$ cat config.mk
export PLATFORM = sky130hd
export DESIGN_NAME = disk_bus_sequencer
export DESIGN_NICKNAME = d
export VERILOG_FILES = /design/src/rtl/dbs_pkg.sv /design/src/rtl/dbs_wait_timer.sv /design/src/rtl/dbs_cmd_source.sv /design/src/rtl/dbs_sense_store.sv /design/src/rtl/disk_bus_sequencer.sv
export SDC_FILE = /design/constraint.sdc
export NUM_CORES = 1
export LEC_CHECK = 0
export ABC_AREA = 1
export BUFFER_PORTS_ARGS = -buffer_cell sky130_fd_sc_hd__buf_2
export CORE_UTILIZATION = 30
export CTS_CLUSTER_DIAMETER = 30
export DETAILED_ROUTE_END_ITERATION = 7
export PLACE_DENSITY = 0.54
export SETUP_SLACK_MARGIN = 0.15
export SYNTH_ARGS = -nofsm -noshare
export SYNTH_HDL_FRONTEND = slang
export SYNTH_HIERARCHICAL = 1
export SYNTH_SLANG_ARGS = --single-unit
export TNS_END_PERCENT = 20
$ cat constraint.sdc
create_clock -name clk -period 3.7 [get_ports clk]
set_input_delay 0 -clock clk [delete_from_list [all_inputs] [get_ports clk]]
set_output_delay 0 -clock clk [all_outputs]
set_load 0.1 [all_outputs]
$ cat src/rtl/dbs_pkg.sv
package dbs_pkg;
  typedef enum logic [2:0] {
    S_IDLE, S_WSEL, S_WRDY, S_HOLD, S_WDMA, S_WDESEL
  } seq_state_t;

  typedef enum logic [1:0] {
    RES_OK  = 2'd0,
    RES_TMO = 2'd1,
    RES_ERR = 2'd2
  } seq_result_t;

  // phase code is {cd, io}
  localparam logic [1:0] PH_DOUT = 2'b00;
  localparam logic [1:0] PH_DIN  = 2'b01;
  localparam logic [1:0] PH_CMD  = 2'b10;
  localparam logic [1:0] PH_STAT = 2'b11;

  localparam int STAT_ERR_BIT = 1;
  localparam int STAT_LUN_LSB = 5;
endpackage

$ cat src/rtl/dbs_wait_timer.sv
module dbs_wait_timer #(
  parameter int TW = 16
) (
  input  logic          clk,
  input  logic          rst,
  input  logic          load,
  input  logic [TW-1:0] load_val,
  output logic          expired
);
  logic [TW-1:0] cnt_q;

  always_ff @(posedge clk) begin
    if (rst)                cnt_q <= '0;
    else if (load)          cnt_q <= load_val;
    else if (cnt_q != '0)   cnt_q <= cnt_q - 1'b1;
  end

  assign expired = (cnt_q == '0);
endmodule

$ cat src/rtl/dbs_cmd_source.sv
module dbs_cmd_source #(
  parameter int          CMD_MAX   = 14,
  parameter int          CMD_SHORT = 6,
  parameter logic [7:0]  SENSE_OP  = 8'h03
) (
  input  logic                 clk,
  input  logic                 rst,
  input  logic                 load_user,
  input  logic                 long_sel,
  input  logic [CMD_MAX*8-1:0] user_bytes,
  input  logic                 load_sense,
  input  logic [2:0]           lun,
  input  logic                 advance,
  output logic [7:0]           next_byte
);
  localparam int IW    = $clog2(CMD_MAX + 1);
  localparam int DEPTH = 1 << IW;

  logic [7:0]    cmd_q [DEPTH];
  logic [IW-1:0] len_q;
  logic [IW-1:0] idx_q;

  always_ff @(posedge clk) begin
    if (load_user) begin
      for (int i = 0; i < DEPTH; i++)
        cmd_q[i] <= (i < CMD_MAX) ? user_bytes[8*i +: 8] : 8'h00;
    end else if (load_sense) begin
      for (int i = 0; i < DEPTH; i++) cmd_q[i] <= 8'h00;
      cmd_q[0] <= SENSE_OP;
      cmd_q[1] <= {lun, 5'b0};
    end
  end

  always_ff @(posedge clk) begin
    if (rst) begin
      len_q <= '0;
      idx_q <= '0;
    end else if (load_user) begin
      len_q <= long_sel ? IW'(CMD_MAX) : IW'(CMD_SHORT);
      idx_q <= '0;
    end else if (load_sense) begin
      len_q <= IW'(CMD_SHORT);
      idx_q <= '0;
    end else if (advance && idx_q < len_q) begin
      idx_q <= idx_q + 1'b1;
    end
  end

  assign next_byte = (idx_q < len_q) ? cmd_q[idx_q] : 8'h00;
endmodule

$ cat src/rtl/dbs_sense_store.sv
module dbs_sense_store #(
  parameter int N = 4
) (
  input  logic         clk,
  input  logic         rst,
  input  logic         clear,
  input  logic         wr,
  input  logic [7:0]   wdata,
  output logic [N*8-1:0] flat
);
  localparam int CW = $clog2(N + 1);

  logic [7:0]    byte_q [N];
  logic [CW-1:0] cnt_q;

  always_ff @(posedge clk) begin
    if (rst || clear) begin
      cnt_q <= '0;
      for (int i = 0; i < N; i++) byte_q[i] <= 8'h00;
    end else if (wr && cnt_q < CW'(N)) begin
      byte_q[cnt_q[$clog2(N)-1:0]] <= wdata;
      cnt_q <= cnt_q + 1'b1;
    end
  end

  for (genvar g = 0; g < N; g++) begin : g_flat
    assign flat[8*g +: 8] = byte_q[g];
  end
endmodule

$ cat src/rtl/disk_bus_sequencer.sv
module disk_bus_sequencer
  import dbs_pkg::*;
#(
  parameter int         CMD_MAX   = 14,
  parameter int         CMD_SHORT = 6,
  parameter int         TW        = 16,
  parameter int         SENSE_LEN = 4,
  parameter logic [7:0] SENSE_OP  = 8'h03
) (
  input  logic                   clk,
  input  logic                   rst,
  input  logic                   start,
  input  logic                   dma_mode,
  input  logic                   cmd_long,
  input  logic [CMD_MAX*8-1:0]   cmd_bytes,
  input  logic [TW-1:0]          tmo,
  input  logic                   src_en,
  input  logic [7:0]             src_byte,
  output logic                   src_take,
  input  logic                   sink_en,
  output logic [7:0]             sink_byte,
  output logic                   sink_valid,
  output logic                   busy,
  output logic                   done,
  output logic [1:0]             result,
  output logic                   sense_fail,
  output logic [SENSE_LEN*8-1:0] sense_data,
  output logic                   bus_sel,
  output logic                   bus_dma_en,
  output logic                   bus_wr,
  output logic [7:0]             bus_wdata,
  output logic                   bus_rd,
  input  logic [7:0]             bus_rdata,
  input  logic                   st_sel,
  input  logic                   st_rdy,
  input  logic                   st_cd,
  input  logic                   st_io,
  output logic                   dma_req,
  input  logic                   dma_irq
);
  seq_state_t  state, state_n;
  logic        dma_q, src_en_q, sink_en_q, in_sense;
  logic [7:0]  stat_q;
  logic [7:0]  cmd_byte;
  logic        tmr_exp, tmr_load;
  logic        use_dma;

  logic        go_sel, ld_user, ld_sense, wr_cmd, wr_dat, rd_dat, rd_stat;
  logic        dma_on, dma_off, fin, fin_sf, tmo_hit;
  seq_result_t fin_res;

  assign use_dma = dma_q && !in_sense;

  always_comb begin
    state_n = state;
    go_sel = 1'b0; ld_user = 1'b0; ld_sense = 1'b0;
    wr_cmd = 1'b0; wr_dat = 1'b0; rd_dat = 1'b0; rd_stat = 1'b0;
    dma_on = 1'b0; dma_off = 1'b0; fin = 1'b0; fin_sf = 1'b0;
    tmo_hit = 1'b0; fin_res = RES_OK;
    unique case (state)
      S_IDLE: if (start) begin
        state_n = S_WSEL; go_sel = 1'b1; ld_user = 1'b1;
      end
      S_WSEL: begin
        if (st_sel)       state_n = S_WRDY;
        else if (tmr_exp) tmo_hit = 1'b1;
      end
      S_WRDY: begin
        if (st_rdy) begin
          unique case ({st_cd, st_io})
            PH_CMD:  begin wr_cmd = 1'b1; state_n = S_HOLD; end
            PH_DOUT: if (use_dma) begin dma_on = 1'b1; state_n = S_WDMA; end
                     else begin wr_dat = 1'b1; state_n = S_HOLD; end
            PH_DIN:  if (use_dma) begin dma_on = 1'b1; state_n = S_WDMA; end
                     else begin rd_dat = 1'b1; state_n = S_HOLD; end
            default: begin rd_stat = 1'b1; state_n = S_WDESEL; end
          endcase
        end else if (tmr_exp) begin
          tmo_hit = 1'b1;
        end
      end
      S_HOLD: state_n = S_WRDY;
      S_WDMA: begin
        if (dma_irq)      begin dma_off = 1'b1; state_n = S_WRDY; end
        else if (tmr_exp) tmo_hit = 1'b1;
      end
      S_WDESEL: begin
        if (!st_sel) begin
          if (in_sense) begin
            fin = 1'b1; fin_res = RES_ERR; fin_sf = stat_q[STAT_ERR_BIT];
          end else if (stat_q[STAT_ERR_BIT]) begin
            ld_sense = 1'b1; go_sel = 1'b1; state_n = S_WSEL;
          end else begin
            fin = 1'b1; fin_res = RES_OK;
          end
        end else if (tmr_exp) begin
          tmo_hit = 1'b1;
        end
      end
      default: state_n = S_IDLE;
    endcase
    if (tmo_hit) begin
      fin     = 1'b1;
      fin_res = in_sense ? RES_ERR : RES_TMO;
      fin_sf  = in_sense;
    end
    if (fin) state_n = S_IDLE;
  end

  assign tmr_load = (state_n != state);

  dbs_wait_timer #(.TW(TW)) u_timer (
    .clk(clk), .rst(rst), .load(tmr_load), .load_val(tmo), .expired(tmr_exp)
  );

  dbs_cmd_source #(.CMD_MAX(CMD_MAX), .CMD_SHORT(CMD_SHORT), .SENSE_OP(SENSE_OP)) u_cmd (
    .clk(clk), .rst(rst), .load_user(ld_user), .long_sel(cmd_long),
    .user_bytes(cmd_bytes), .load_sense(ld_sense),
    .lun(stat_q[STAT_LUN_LSB +: 3]), .advance(wr_cmd), .next_byte(cmd_byte)
  );

  dbs_sense_store #(.N(SENSE_LEN)) u_sense (
    .clk(clk), .rst(rst), .clear(ld_user), .wr(rd_dat && in_sense),
    .wdata(bus_rdata), .flat(sense_data)
  );

  always_ff @(posedge clk) begin
    if (rst) begin
      state      <= S_IDLE;
      dma_q      <= 1'b0;
      src_en_q   <= 1'b0;
      sink_en_q  <= 1'b0;
      in_sense   <= 1'b0;
      stat_q     <= 8'h00;
      bus_sel    <= 1'b0;
      bus_wr     <= 1'b0;
      bus_rd     <= 1'b0;
      bus_wdata  <= 8'h00;
      bus_dma_en <= 1'b0;
      dma_req    <= 1'b0;
      src_take   <= 1'b0;
      sink_valid <= 1'b0;
      sink_byte  <= 8'h00;
      done       <= 1'b0;
      result     <= RES_OK;
      sense_fail <= 1'b0;
    end else begin
      state      <= state_n;
      bus_sel    <= go_sel;
      bus_wr     <= wr_cmd || wr_dat;
      bus_rd     <= rd_dat || rd_stat;
      src_take   <= wr_dat && src_en_q && !in_sense;
      sink_valid <= rd_dat && sink_en_q && !in_sense;
      done       <= fin;
      if (wr_cmd)      bus_wdata <= cmd_byte;
      else if (wr_dat) bus_wdata <= (src_en_q && !in_sense) ? src_byte : 8'h00;
      if (rd_dat)  sink_byte <= bus_rdata;
      if (rd_stat) stat_q    <= bus_rdata;
      if (ld_user) begin
        dma_q      <= dma_mode;
        src_en_q   <= src_en;
        sink_en_q  <= sink_en;
        in_sense   <= 1'b0;
        bus_dma_en <= dma_mode;
        sense_fail <= 1'b0;
      end
      if (ld_sense) begin
        in_sense   <= 1'b1;
        bus_dma_en <= 1'b0;
      end
      if (dma_on)  dma_req <= 1'b1;
      if (dma_off) dma_req <= 1'b0;
      if (fin) begin
        result     <= fin_res;
        sense_fail <= fin_sf;
        in_sense   <= 1'b0;
        bus_dma_en <= 1'b0;
        dma_req    <= 1'b0;
      end
    end
  end

  assign busy = (state != S_IDLE);
endmodule

Word level (Yosys, flattened, before mapping)
Memory sizes are Yosys's and may differ from the RTL's. A register that Yosys moved wholly into a read port is not among the register bits.
Index checks and enable logic that the tools add are counted.
W data, S select, Z words.

word-level totals
  flip-flop bits (word level) = 69
  memory bits (writable) = 160
  input port bits = 156
  output and inout port bits = 60
  logic and storage cells = 186
  memories = 2

operators by class
  add/sub/neg operators = 3
  magnitude comparators = 2
  eq/ne operators = 8
  muxes and demuxes = 102
  bitwise operators = 18
  reductions and logical operators = 29

memories
  memory          depth  width  read ports  clocked after Yosys merged registers in  wr ports  line                   text
  u_cmd.cmd_q     16     8      1           1                                        16        dbs_cmd_source.sv:19   logic [7:0] cmd_q [DEPTH];
  u_sense.byte_q  4      8      4           0                                        4         dbs_sense_store.sv:13  logic [7:0] byte_q [N];

operators by type and width
  cell                     number
  $mux W8                  23
  $mux W1                  53
  $mux W16                 2
  $mux W3                  9
  $mux W4                  5
  $or A1 B1 Y1             18
  $pmux W3 S6              1
  $logic_not A16 Y1        1
  $reduce_bool A16 Y1      1
  $sub A16 B1 Y16 const B  1
  $mux W2                  6
  $reduce_or A3 Y1         4
  $logic_and A1 B1 Y1      9
  $reduce_bool A2 Y1       4
  $reduce_or A8 Y1         1
  $eq A3 B2 Y1 const B     2
  $eq A3 B3 Y1 const B     2
  $pmux W3 S2              1
  $add A4 B1 Y4 const B    1
  $lt A4 B4 Y1             1
  $pmux W1 S4              1
  $reduce_or A2 Y1         2
  $add A3 B1 Y3 const B    1
  $eq A3 B1 Y1 const B     1
  other kinds (10)         12

Depth between registers and ports, before layout
Gate-level depths: netlist of run 1.

  word-level depth = 13
  mapped depth = 22
  depth with buffers taken out = 21

Hierarchy
Netlist of run 1, hierarchy kept.

modules (own cells, without submodules)
  module              instances  cells each  area an instance (um2)  sequential area each (um2)
  dbs_cmd_source      1          709         5560.3                  2872.8
  disk_bus_sequencer  1          256         1859.3                  760.7
  dbs_sense_store     1          107         1411.4                  1021.0
  dbs_wait_timer      1          179         1114.8                  320.3

Worst setup path after synthesis of run 1
OpenSTA, ideal clock, no wires.

  path kind = flip-flop to flip-flop
  start = reg state[2]
  end = mem u_cmd.cmd_q[10][0], enable pin
  library setup time = 0.422 ns
  data arrival time = 2.678 ns
  data required time = 3.278 ns
  path slack = 0.600 ns
  stages on the path, launching flop included = 10
  path buffers = 4
  period minus slack after synthesis = 3.100 ns
  cell sequence = dfxtp_1 -> buf_6 -> nor2_4 -> nand3_1 -> buf_2 -> inv_1 -> buf_6 -> nor2_8 -> inv_2 -> clkbuf_1

RTL lines
  item                    line                       text
  start, declared         disk_bus_sequencer.sv:41   seq_state_t state, state_n;
  start signal, assigned  disk_bus_sequencer.sv:148  state <= state_n;
  end, declared           dbs_cmd_source.sv:19

Worst setup path in the final report of run 1
  start = reg u_timer.cnt_q[0]
  end = reg u_timer.cnt_q[9]

between the ends
  word-level cells in the longest chain between the ends = 8
  elaborated cells between the ends (all ways) = 15
  those cells by class = 1 x add/sub; 1 x eq/ne; 10 x mux; 3 x reduce/logical

ends and longest elaborated chain
  item                                            line                       text
  start, declared                                 dbs_wait_timer.sv:10       logic [TW-1:0] cnt_q;
  start signal, assigned                          dbs_wait_timer.sv:14       else if (load) cnt_q <= load_val;
  start signal, assigned                          dbs_wait_timer.sv:15       else if (cnt_q != '0) cnt_q <= cnt_q - 1'b1;
  $logic_not A16 Y1 *                             dbs_wait_timer.sv:18       assign expired = (cnt_q == '0);
  named net tmr_exp                               disk_bus_sequencer.sv:45   logic tmr_exp, tmr_load;
  $mux W1 *                                       n/a
  $mux W1 (on tied branches)                      n/a
  $pmux W1 S4 *                                   disk_bus_sequencer.sv:60   unique case (state)
  $mux W1 *                                       disk_bus_sequencer.sv:102  if (tmo_hit) begin
  $mux W3 *                                       disk_bus_sequencer.sv:107  if (fin) state_n = S_IDLE;
  $ne A3 B3 Y1 *                                  disk_bus_sequencer.sv:110  assign tmr_load = (state_n != state);
  named net tmr_load                              disk_bus_sequencer.sv:45
  $mux W16 or $reduce_bool A2 Y1 (tied branches)  n/a

The timed path passes the listed nets; every way through them passes the cells marked *. The select of a mux whose other input is x is not followed.
A chain may end at the register's enable or synchronous reset.

==> report_table.html, run 1 <==
<table>
<tr><th>Metric</th><th>Value</th></tr>
<tr><th colspan="2">Run status</th></tr>
<tr><td>Result of the run</td><td>complete, no violations</td></tr>
<tr><th colspan="2">STA</th></tr>
<tr><td>Worst hold margin</td><td>0.0140 ns</td></tr>
<tr><td>Slew Viols, Final</td><td>0</td></tr>
<tr><td>Final Hold Viols</td><td>0</td></tr>
<tr><td>Unrepaired setup endpoints after global routing</td><td>false</td></tr>
<tr><td>Period minus WS final</td><td>3.26 ns</td></tr>
<tr><td>Final number of setup-violating endpoints</td><td>0</td></tr>
<tr><td>Actual slew at the worst max-slew pin</td><td>0.989 ns</td></tr>
<tr><td>Clock skew</td><td>0.0184 ns</td></tr>
<tr><td>Total negative slack for setup checks</td><td>0 ns</td></tr>
<tr><td>Fmax</td><td>307 MHz</td></tr>
<tr><td>Period Utilization, post-route</td><td>0.880</td></tr>
<tr><td>Setup WS post-layout</td><td>0.444 ns</td></tr>
<tr><td>Worst rel slew slack</td><td>0.339</td></tr>
<tr><th colspan="2">Clock network</th></tr>
<tr><td>Clock latency reported for the late side of the worst-skew pair</td><td>0.55 ns</td></tr>
<tr><td>Maximum number of buffers from clock root to sink</td><td>3</td></tr>
<tr><td>Total number of clock tree sinks</td><td>211</td></tr>
<tr><td>CTS HTree Levels</td><td>2</td></tr>
<tr><td>Clock root cell</td><td>clkbuf_16</td></tr>
<tr><td>Number of buffers created by CTS</td><td>52</td></tr>
<tr><td>CTS tree</td><td>built</td></tr>
<tr><td>Clock transition at the register clock pins on the worst setup and hold paths after CTS</td><td>0.04 ns</td></tr>
<tr><th colspan="2">Critical path</th></tr>
<tr><td>Required time at the worst-slack endpoint</td><td>4.13 ns</td></tr>
<tr><td>Launching element of the worst setup path</td><td>u_timer/cnt_q[0]</td></tr>
<tr><td>Launching element type of the critical path</td><td>flip-flop</td></tr>
<tr><td>Top fanout value on the critical path</td><td>6</td></tr>
<tr><td>Arrival time worst endpoint</td><td>3.68 ns</td></tr>
<tr><td>Worst reg2reg endpoint</td><td>u_timer/cnt_q[9]</td></tr>
<tr><td>Register-to-register path setup slack</td><td>0.44 ns</td></tr>
<tr><td>Nature of the critical path endpoint</td><td>flip-flop</td></tr>
<tr><td>Reg2Reg Depth</td><td>22</td></tr>
<tr><td>Crit path buf inv count</td><td>6</td></tr>
<tr><td>Category of cells accounting for the largest share of critical-path delay</td><td>simple AND/OR/NAND/NOR gates</td></tr>
<tr><td>Critical Setup Path Class</td><td>reg -&gt; reg</td></tr>
<tr><td>Startpoint of the most critical register-to-register path</td><td>u_timer/cnt_q[0]</td></tr>
<tr><td>Largest stage delay on the critical path</td><td>0.59 ns</td></tr>
<tr><td>Worst-path cell chain</td><td>inv_1, ha_2, nand2_4, nor2_8, nand4_4, inv_2, inv_1, nor2_1, inv_1, nor2_1, nor2_2, nand2_2, nor2_4, nand3_1, nand2_1, nand3_2, clkinvlp_4, nand3_1, nand2_1, nand2_1, nor2_1, dlygate4sd3_1</td></tr>
<tr><td>Standard cell with the maximum stage delay on the critical path</td><td>dlygate4sd3_1</td></tr>
<tr><th colspan="2">Floorplan</th></tr>
<tr><td>Initial Util</td><td>0.305</td></tr>
<tr><td>Die Height</td><td>184 µm</td></tr>
<tr><td>Placement Rows</td><td>66</td></tr>
<tr><td>Area of the die</td><td>33,900 µm²</td></tr>
<tr><td>Ports placed on the boundary</td><td>216</td></tr>
<tr><td>Die boundary width</td><td>184 µm</td></tr>
<tr><td>Core area</td><td>32,600 µm²</td></tr>
<tr><th colspan="2">Hold path</th></tr>
<tr><td>Worst hold-check path type</td><td>in -&gt; reg</td></tr>
<tr><td>Hold path cells</td><td>2</td></tr>
<tr><td>HP Start</td><td>rst</td></tr>
<tr><td>Endpoint of the worst hold-timing path</td><td>u_timer/cnt_q[7]</td></tr>
<tr><th colspan="2">Place</th></tr>
<tr><td>Post-placement worst setup slack</td><td>0.746 ns</td></tr>
<tr><td>Weighted congestion reported at the end of routability-driven placement</td><td>0.902</td></tr>
<tr><td>Count of buffers from port buffering</td><td>215</td></tr>
<tr><td>Instance count after placement with tap cells included</td><td>1,865</td></tr>
<tr><td>HPWL Detailed</td><td>20.7 mm</td></tr>
<tr><th colspan="2">Layout</th></tr>
<tr><td>Total of fill cells in the finished design</td><td>3,146</td></tr>
<tr><td>Syn-to-layout area delta</td><td>50.4%</td></tr>
<tr><td>Sequential cell area</td><td>4980 µm²</td></tr>
<tr><td>Top library cells by usage in the layout, fill and taps aside</td><td>nand2_1 (338), buf_2 (215), inv_1 (174)</td></tr>
<tr><td>Most common library cell in the layout ignoring fill and taps</td><td>nand2_1</td></tr>
<tr><td>Area used by multi-input combinational logic</td><td>4020 µm²</td></tr>
<tr><td>Layout Cells excl Fill</td><td>2,125</td></tr>
<tr><td>Number of diodes added for antenna fixing</td><td>0</td></tr>
<tr><td>Fraction of final layout cells with drive strength greater than 1</td><td>0.227</td></tr>
<tr><td>Final nets</td><td>1,800</td></tr>
<tr><th colspan="2">Pwr</th></tr>
<tr><td>Static leakage</td><td>7.32 nW</td></tr>
<tr><td>Worst voltage drop across the vdd grid</td><td>403 µV</td></tr>
<tr><td>Cell Pwr Density</td><td>660 nW/µm²</td></tr>
<tr><th colspan="2">Synthesis</th></tr>
<tr><td>Fraction of synthesized cell area taken by the top area cell type</td><td>0.274</td></tr>
<tr><td>Proportion of register bits with asynchronous set or reset after synthesis</td><td>0</td></tr>
<tr><td>Register area share after synthesis</td><td>0.500</td></tr>
<tr><td>Synthesized netlist net count</td><td>1,412</td></tr>
<tr><td>Synth Flop Type</td><td>dfxtp_1</td></tr>
<tr><td>Mean cell area of the mapped netlist</td><td>7.95 µm²</td></tr>
<tr><td>Number of enable-type register cells in the synthesized netlist</td><td>75</td></tr>
<tr><td>Area of the mapped netlist</td><td>9950 µm²</td></tr>
<tr><td>Number of instances in the synthesized netlist</td><td>1,251</td></tr>
<tr><td>Synth cell types</td><td>39</td></tr>
<tr><td>Area leader, netlist</td><td>dfxtp_1</td></tr>
<tr><td>Count of yosys warnings during synthesis</td><td>6</td></tr>
<tr><td>Top area cells in the synthesized netlist</td><td>dfxtp_1 (27%), edfxtp_1 (23%), nand2_1 (13%)</td></tr>
<tr><td>Total of flip-flops plus latches after synthesis</td><td>211</td></tr>
<tr><th colspan="2">Global route</th></tr>
<tr><td>Total global routing overflow</td><td>0</td></tr>
<tr><td>Maximum number of pins on one net before global-route repair</td><td>104</td></tr>
<tr><td>Overall global routing resource usage</td><td>0.185</td></tr>
<tr><td>Antenna violations before repair</td><td>0</td></tr>
<tr><td>Via count of the first global-routing pass</td><td>9,474</td></tr>
<tr><td>Wire length of the first global-routing pass</td><td>49.2 mm</td></tr>
<tr><th colspan="2">Drt</th></tr>
<tr><td>DRT Wirelength</td><td>31.3 mm</td></tr>
<tr><td>Detailed-route via count</td><td>9,504</td></tr>
<tr><td>TritonRoute pass-1 iters</td><td>8</td></tr>
<tr><td>Post-detailed-route wirelength per cell</td><td>14.7 µm</td></tr>
<tr><td>Drt initial violations</td><td>554</td></tr>
<tr><td>Count of antenna-violating nets left after detailed routing</td><td>0</td></tr>
<tr><td>Number of vias per cell after detailed routing</td><td>4.47</td></tr>
<tr><td>DRC violations left</td><td>0</td></tr>
<tr><th colspan="2">Run</th></tr>
<tr><td>Max-cap violations</td><td>0</td></tr>
</table>
-- cells in the mapped netlist (all sizes together) (2+ instances only) --
master / count
a21oi: 47
clkbuf: 14
inv: 187
dfxtp: 136
edfxtp: 75
buf: 37
nand3: 100
nor2: 169
xnor2: 5
nor3: 2
o21ai: 59
a22o: 46
ha: 5
nand2: 348
o22a: 2
nand4: 9
xor2: 4
-- kinds of logic (layout without fill, tap and decap cells) --
family,count (synthesis),in the layout,share of synthesized area
fa+ha+maj,5,5,0.00629
compound gates,157,157,0.0981
xor+xnor,9,9,0.00868
simple gates,631,631,0.290
buf+inv,238,670,0.0969
flops,211,211,0.500
-- routing by layer --
metal,track usage,wire (µm),up-vias,part of all wire
met5,0,0,-,0
met4,0.0597,726,0,0.023
met3,0.0440,1920,56,0.061
met2,0.311,14900,269,0.48
met1,0.231,13700,4397,0.44
li1,-,-,4782,-
-- power by group --
group / internal [mW] / switching (mW)
clock: 3.53 / 1.43
sequential: 2.79 / 0.178
combinational: 0.691 / 1.26
total: 7.01 / 2.87
-- layout make-up --
type | count | area share
Inverter | 187 | 0.0476
Clock inverter | 35 | 0.0348
Timing Repair inverter | 1 | 0.000335
Clock buffer | 63 | 0.0939
Timing Repair Buffer | 384 | 0.185
Multi-Input combinational cell | 802 | 0.269
Tap cell | 442 | 0.0370
Sequential cell | 211 | 0.333
-- what timing repair did --
item / 4_1_cts / 5_1_grt
endpoints found under the hold margin: 188 / 0
setup endpoints to repair: 0 / 5
hold buffers: 159 / 0
gates resized for setup: 0 / 4
setup buffers: 0 / 2
-- per-stage QoR --
| step | cell area (µm²) | utilization | power, mW |
|---|---|---|---|
| 5_1_grt | 15000 | 0.459 | 10.3 |
| 6_report | 15000 | 0.459 | 9.88 |
| 3_5_place_dp | 11400 | 0.350 | 4.76 |
| 4_1_cts | 14900 | 0.457 | 9.91 |
| 3_3_place_gp | 11400 | 0.350 | 4.75 |
| 2_1_floorplan | 9950 | - | 4.31 |
-- registers in the layout (all words and copies together), names as in the netlist, 2 cells and up, named ones only --
signal and flops:
bus_wdata 8, result 2, u_timer/cnt_q 16, u_sense/byte_q 32
u_cmd/len_q 2, stat_q 4, u_sense/cnt_q 3, sink_byte 8
u_cmd/cmd_q 112, u_cmd/idx_q 4, state 3
-- worst max path at each step --
stage               depth (start not counted)            endpoint  slack (ns)
floorplan                                   9  u_cmd/cmd_q[10][0]        0.60
global placement                           19    u_timer/cnt_q[1]        0.83
detailed placement                         19    u_timer/cnt_q[1]        0.75
CTS                                        20   u_timer/cnt_q[11]        0.20
global route                               22    u_timer/cnt_q[9]        0.17
finish                                     22    u_timer/cnt_q[9]        0.44
No activity file was read; power rests on OpenSTA's default activity.
==> run 2: changes to the inputs <==
- clock period: 3.7 -> 3 ns (I/O delays scaled with it)
==> run 2 against run 1 <==
Net effect:
- clock power increased by 18%
- sequential power grew 23%
- combinational power is 25% higher
- final cell count up 0.75%
- wire length decreased by 0.15%
- total power increased by 21%
- first-iteration DRC count decreased by 17%
- cell area increased by 0.30%
- die area unchanged
- global-route usage decreased by 0.058 points
- sequential share of layout area decreased by 0.10 points
- critical path type unchanged
- critical endpoint is now u_timer/cnt_q[11]
- largest power group unchanged
==> report_table.html, run 2 (same netlist as run 1, synthesis figures left out) <==
<table>
<tr><th>Metric</th><th>Value</th></tr>
<tr><th colspan="2">Global route</th></tr>
<tr><td>GR Util met1</td><td>0.225 (was 0.231)</td></tr>
<tr><td>Antenna violations before repair</td><td>1 (was 0)</td></tr>
<tr><td>Routing usage on met2</td><td>0.309 (was 0.311)</td></tr>
<tr><td>Via count of the first global-routing pass</td><td>9,583 (was 9,474)</td></tr>
<tr><td>Maximum number of pins on one net before global-route repair</td><td>90 (was 104)</td></tr>
<tr><td>Wire length of the first global-routing pass</td><td>48.7 mm (was 49.2 mm)</td></tr>
<tr><td>GR met3 Demand/Resource</td><td>0.0448 (was 0.0440)</td></tr>
<tr><td>Busiest grt layer</td><td>met2 (unchanged)</td></tr>
<tr><td>Total global routing overflow</td><td>0 (unchanged)</td></tr>
<tr><td>Overall global routing resource usage</td><td>0.184 (was 0.185)</td></tr>
<tr><th colspan="2">Critical path</th></tr>
<tr><td>Arrival time worst endpoint</td><td>3.00 ns (was 3.68 ns)</td></tr>
<tr><td>Launching element type of the critical path</td><td>flip-flop (unchanged)</td></tr>
<tr><td>Reg2Reg Depth</td><td>21 (was 22)</td></tr>
<tr><td>Count of cell instances traversed by the critical path</td><td>21 (was 22)</td></tr>
<tr><td>Top fanout value on the critical path</td><td>7 (was 6)</td></tr>
<tr><td>Most common cell type on the critical path</td><td>nand2_1</td></tr>
<tr><td>Required time at the worst-slack endpoint</td><td>3.49 ns (was 4.13 ns)</td></tr>
<tr><td>Nature of the critical path endpoint</td><td>flip-flop (unchanged)</td></tr>
<tr><td>Category of cells accounting for the largest share of critical-path delay</td><td>simple AND/OR/NAND/NOR gates (unchanged)</td></tr>
<tr><td>Largest stage delay on the critical path</td><td>0.33 ns (was 0.59 ns)</td></tr>
<tr><td>Worst-path cell chain</td><td>inv_2, ha_4, nand2_4, nor2_8, nand4_4, inv_4, inv_1, nor2_1, nand3_1, nand2_2, nor2_4, nand3_1, nand2_1, nand2_1, nand3_2, inv_4, buf_4, nand3_1, nand2_1, nand2_1, nor2_1 (was inv_1, ha_2, nand2_4, nor2_8, nand4_4, inv_2, inv_1, nor2_1, inv_1, nor2_1, nor2_2, nand2_2, nor2_4, nand3_1, nand2_1, nand3_2, clkinvlp_4, nand3_1, nand2_1, nand2_1, nor2_1, dlygate4sd3_1)</td></tr>
<tr><td>Critical Setup Path Class</td><td>reg -&gt; reg (unchanged)</td></tr>
<tr><td>Standard cell with the maximum stage delay on the critical path</td><td>dfxtp_1 (was dlygate4sd3_1)</td></tr>
<tr><td>Crit path buf inv count</td><td>5 (was 6)</td></tr>
<tr><th colspan="2">Clock network</th></tr>
<tr><td>Clock latency reported for the late side of the worst-skew pair</td><td>0.56 ns (was 0.55 ns)</td></tr>
<tr><td>Clock root cell</td><td>clkbuf_16 (unchanged)</td></tr>
<tr><td>CTS HTree Levels</td><td>2 (unchanged)</td></tr>
<tr><td>CTS tree</td><td>built (unchanged)</td></tr>
<tr><td>Total number of clock tree sinks</td><td>211 (unchanged)</td></tr>
<tr><td>Clock transition at the register clock pins on the worst setup and hold paths after CTS</td><td>0.04 ns (about the same)</td></tr>
<tr><td>Maximum number of buffers from clock root to sink</td><td>3 (unchanged)</td></tr>
<tr><td>Number of buffers created by CTS</td><td>55 (was 52)</td></tr>
<tr><th colspan="2">Drt</th></tr>
<tr><td>DRT Wirelength</td><td>31.2 mm (was 31.3 mm)</td></tr>
<tr><td>Number of vias per cell after detailed routing</td><td>4.43 (was 4.47)</td></tr>
<tr><td>TritonRoute pass-1 iters</td><td>5 (was 8)</td></tr>
<tr><td>Drt initial violations</td><td>459 (was 554)</td></tr>
<tr><td>Count of antenna-violating nets left after detailed routing</td><td>0 (unchanged)</td></tr>
<tr><td>DRC violations left</td><td>0 (unchanged)</td></tr>
<tr><td>Detailed-route via count</td><td>9,483 (was 9,504)</td></tr>
<tr><td>Post-detailed-route wirelength per cell</td><td>14.6 µm (was 14.7 µm)</td></tr>
<tr><th colspan="2">STA</th></tr>
<tr><td>Slew Viols, Final</td><td>0 (unchanged)</td></tr>
<tr><td>Period Utilization, post-route</td><td>0.837 (was 0.880)</td></tr>
<tr><td>Actual slew at the worst max-slew pin</td><td>0.775 ns (was 0.989 ns)</td></tr>
<tr><td>Total negative slack for setup checks</td><td>0 ns (unchanged)</td></tr>
<tr><td>Final Hold Viols</td><td>0 (unchanged)</td></tr>
<tr><td>Clock skew</td><td>0.0212 ns (was 0.0184 ns)</td></tr>
<tr><td>Setup WS post-layout</td><td>0.488 ns (was 0.444 ns)</td></tr>
<tr><td>Worst rel slew slack</td><td>0.484 (was 0.339)</td></tr>
<tr><td>Final number of setup-violating endpoints</td><td>0 (unchanged)</td></tr>
<tr><td>Period minus WS final</td><td>2.51 ns (was 3.26 ns)</td></tr>
<tr><td>Unrepaired setup endpoints after global routing</td><td>false (unchanged)</td></tr>
<tr><td>Fmax</td><td>398 MHz (was 307 MHz)</td></tr>
<tr><th colspan="2">Layout</th></tr>
<tr><td>Flip-flop count of the largest register after layout</td><td>112 (unchanged)</td></tr>
<tr><td>Fraction of final layout cells with drive strength greater than 1</td><td>0.224 (was 0.227)</td></tr>
<tr><td>Biggest register</td><td>u_cmd/cmd_q (unchanged)</td></tr>
<tr><td>Syn-to-layout area delta</td><td>50.9% (was 50.4%)</td></tr>
<tr><td>Top library cells by usage in the layout, fill and taps aside</td><td>nand2_1 (338), buf_2 (215), inv_1 (173) (was nand2_1 (338), buf_2 (215), inv_1 (174))</td></tr>
<tr><td>Top flop regs</td><td>u_cmd/cmd_q: 112 flops, u_sense/byte_q: 32 flops, u_timer/cnt_q: 16 flops (unchanged)</td></tr>
<tr><td>Most common library cell in the layout ignoring fill and taps</td><td>nand2_1 (unchanged)</td></tr>
<tr><td>Final nets</td><td>1,815 (was 1,800)</td></tr>
<tr><th colspan="2">Floorplan</th></tr>
<tr><td>Initial Util</td><td>0.305 (unchanged)</td></tr>
<tr><td>Placement Rows</td><td>66 (unchanged)</td></tr>
<tr><td>Core area</td><td>32,600 µm² (unchanged)</td></tr>
<tr><td>Die Height</td><td>184 µm (unchanged)</td></tr>
<tr><td>Area of the die</td><td>33,900 µm² (unchanged)</td></tr>
<tr><td>Ports placed on the boundary</td><td>216 (unchanged)</td></tr>
<tr><td>Die boundary width</td><td>184 µm (unchanged)</td></tr>
<tr><th colspan="2">Hold path</th></tr>
<tr><td>Hold path cells</td><td>4 (was 2)</td></tr>
<tr><td>Worst hold-check path type</td><td>in -&gt; reg (unchanged)</td></tr>
<tr><th colspan="2">Place</th></tr>
<tr><td>Count of buffers from port buffering</td><td>215 (unchanged)</td></tr>
<tr><td>HPWL Detailed</td><td>20.7 mm (about the same)</td></tr>
<tr><td>Weighted congestion reported at the end of routability-driven placement</td><td>0.878 (was 0.902)</td></tr>
<tr><td>Post-placement worst setup slack</td><td>0.202 ns (was 0.746 ns)</td></tr>
<tr><th colspan="2">Run</th></tr>
<tr><td>Max-cap violations</td><td>0 (unchanged)</td></tr>
<tr><th colspan="2">Run status</th></tr>
<tr><td>Result of the run</td><td>complete, no violations (unchanged)</td></tr>
<tr><th colspan="2">Pwr</th></tr>
<tr><td>Static leakage</td><td>7.36 nW (was 7.32 nW)</td></tr>
<tr><td>Cell Pwr Density</td><td>795 nW/µm² (was 660 nW/µm²)</td></tr>
<tr><td>Worst voltage drop across the vdd grid</td><td>439 µV (was 403 µV)</td></tr>
</table>
[run 2: final cells by class]
type | instances | area [µm²]
fillers | 3168 | 17600
flip-flops and latches | 211 | 4980
multi-input cells | 802 | 4040
repair buffers | 397 | 2880
clock buffers | 79 | 1550
inverters | 187 | 713
well taps | 442 | 553
clock inverters | 22 | 297
diodes | 1 | 2.50
[run 2: power breakdown]
part           leakage, nW  switching (mW)  internal, mW
combinational         4.57            1.55         0.884
sequential            1.90           0.215          3.44
clock                0.894            1.65          4.19
[run 2: final timing paths]
kind / slack, ns / from / end
max: 0.49 / u_timer/cnt_q[0] / u_timer/cnt_q[11]
min: 0.19 / cmd_bytes[51] / u_cmd/cmd_q[6][3]
max reg2reg: 0.49 / u_timer/cnt_q[0] / u_timer/cnt_q[11]
min reg2reg: 0.45 / src_en_q / src_en_q
[run 2: tightest hold or removal path, delay by kind of cell]
family                 cells  cell delay [ns]
AO/OA/AOI/OAI              1             0.05
buffers and inverters      2             0.62
AND/OR/NAND/NOR            1             0.04
[run 2: layer usage]
layer  vias up  part of all wire  wire, µm
li1       4811                 -         -
met1      4331              0.44     13700
met2       280              0.47     14800
met3        61             0.062      1930
met4         0             0.028       863
met5         -                 0         0
[run 2: stage by stage]
stage               hold slack, ns   util  instances  instance area (µm²)  power, mW
floorplan                   0.0691      -       1251                 9950       5.32
global placement             0.204  0.352       1873                11500       5.88
global route                 0.214  0.460       2141                15000       12.5
CTS                          0.147  0.457       2133                14900       12.0
detailed placement           0.206  0.352       1873                11500       5.88
finish                       0.187  0.460       2141                15000       11.9
[run 2: timing repair]
action / CTS / global route
hold buffers: 159 / 0
setup endpoints to repair: 0 / 16
buffers inserted: 0 / 7
endpoints found under the hold margin: 197 / 0
gates resized for setup: 0 / 10
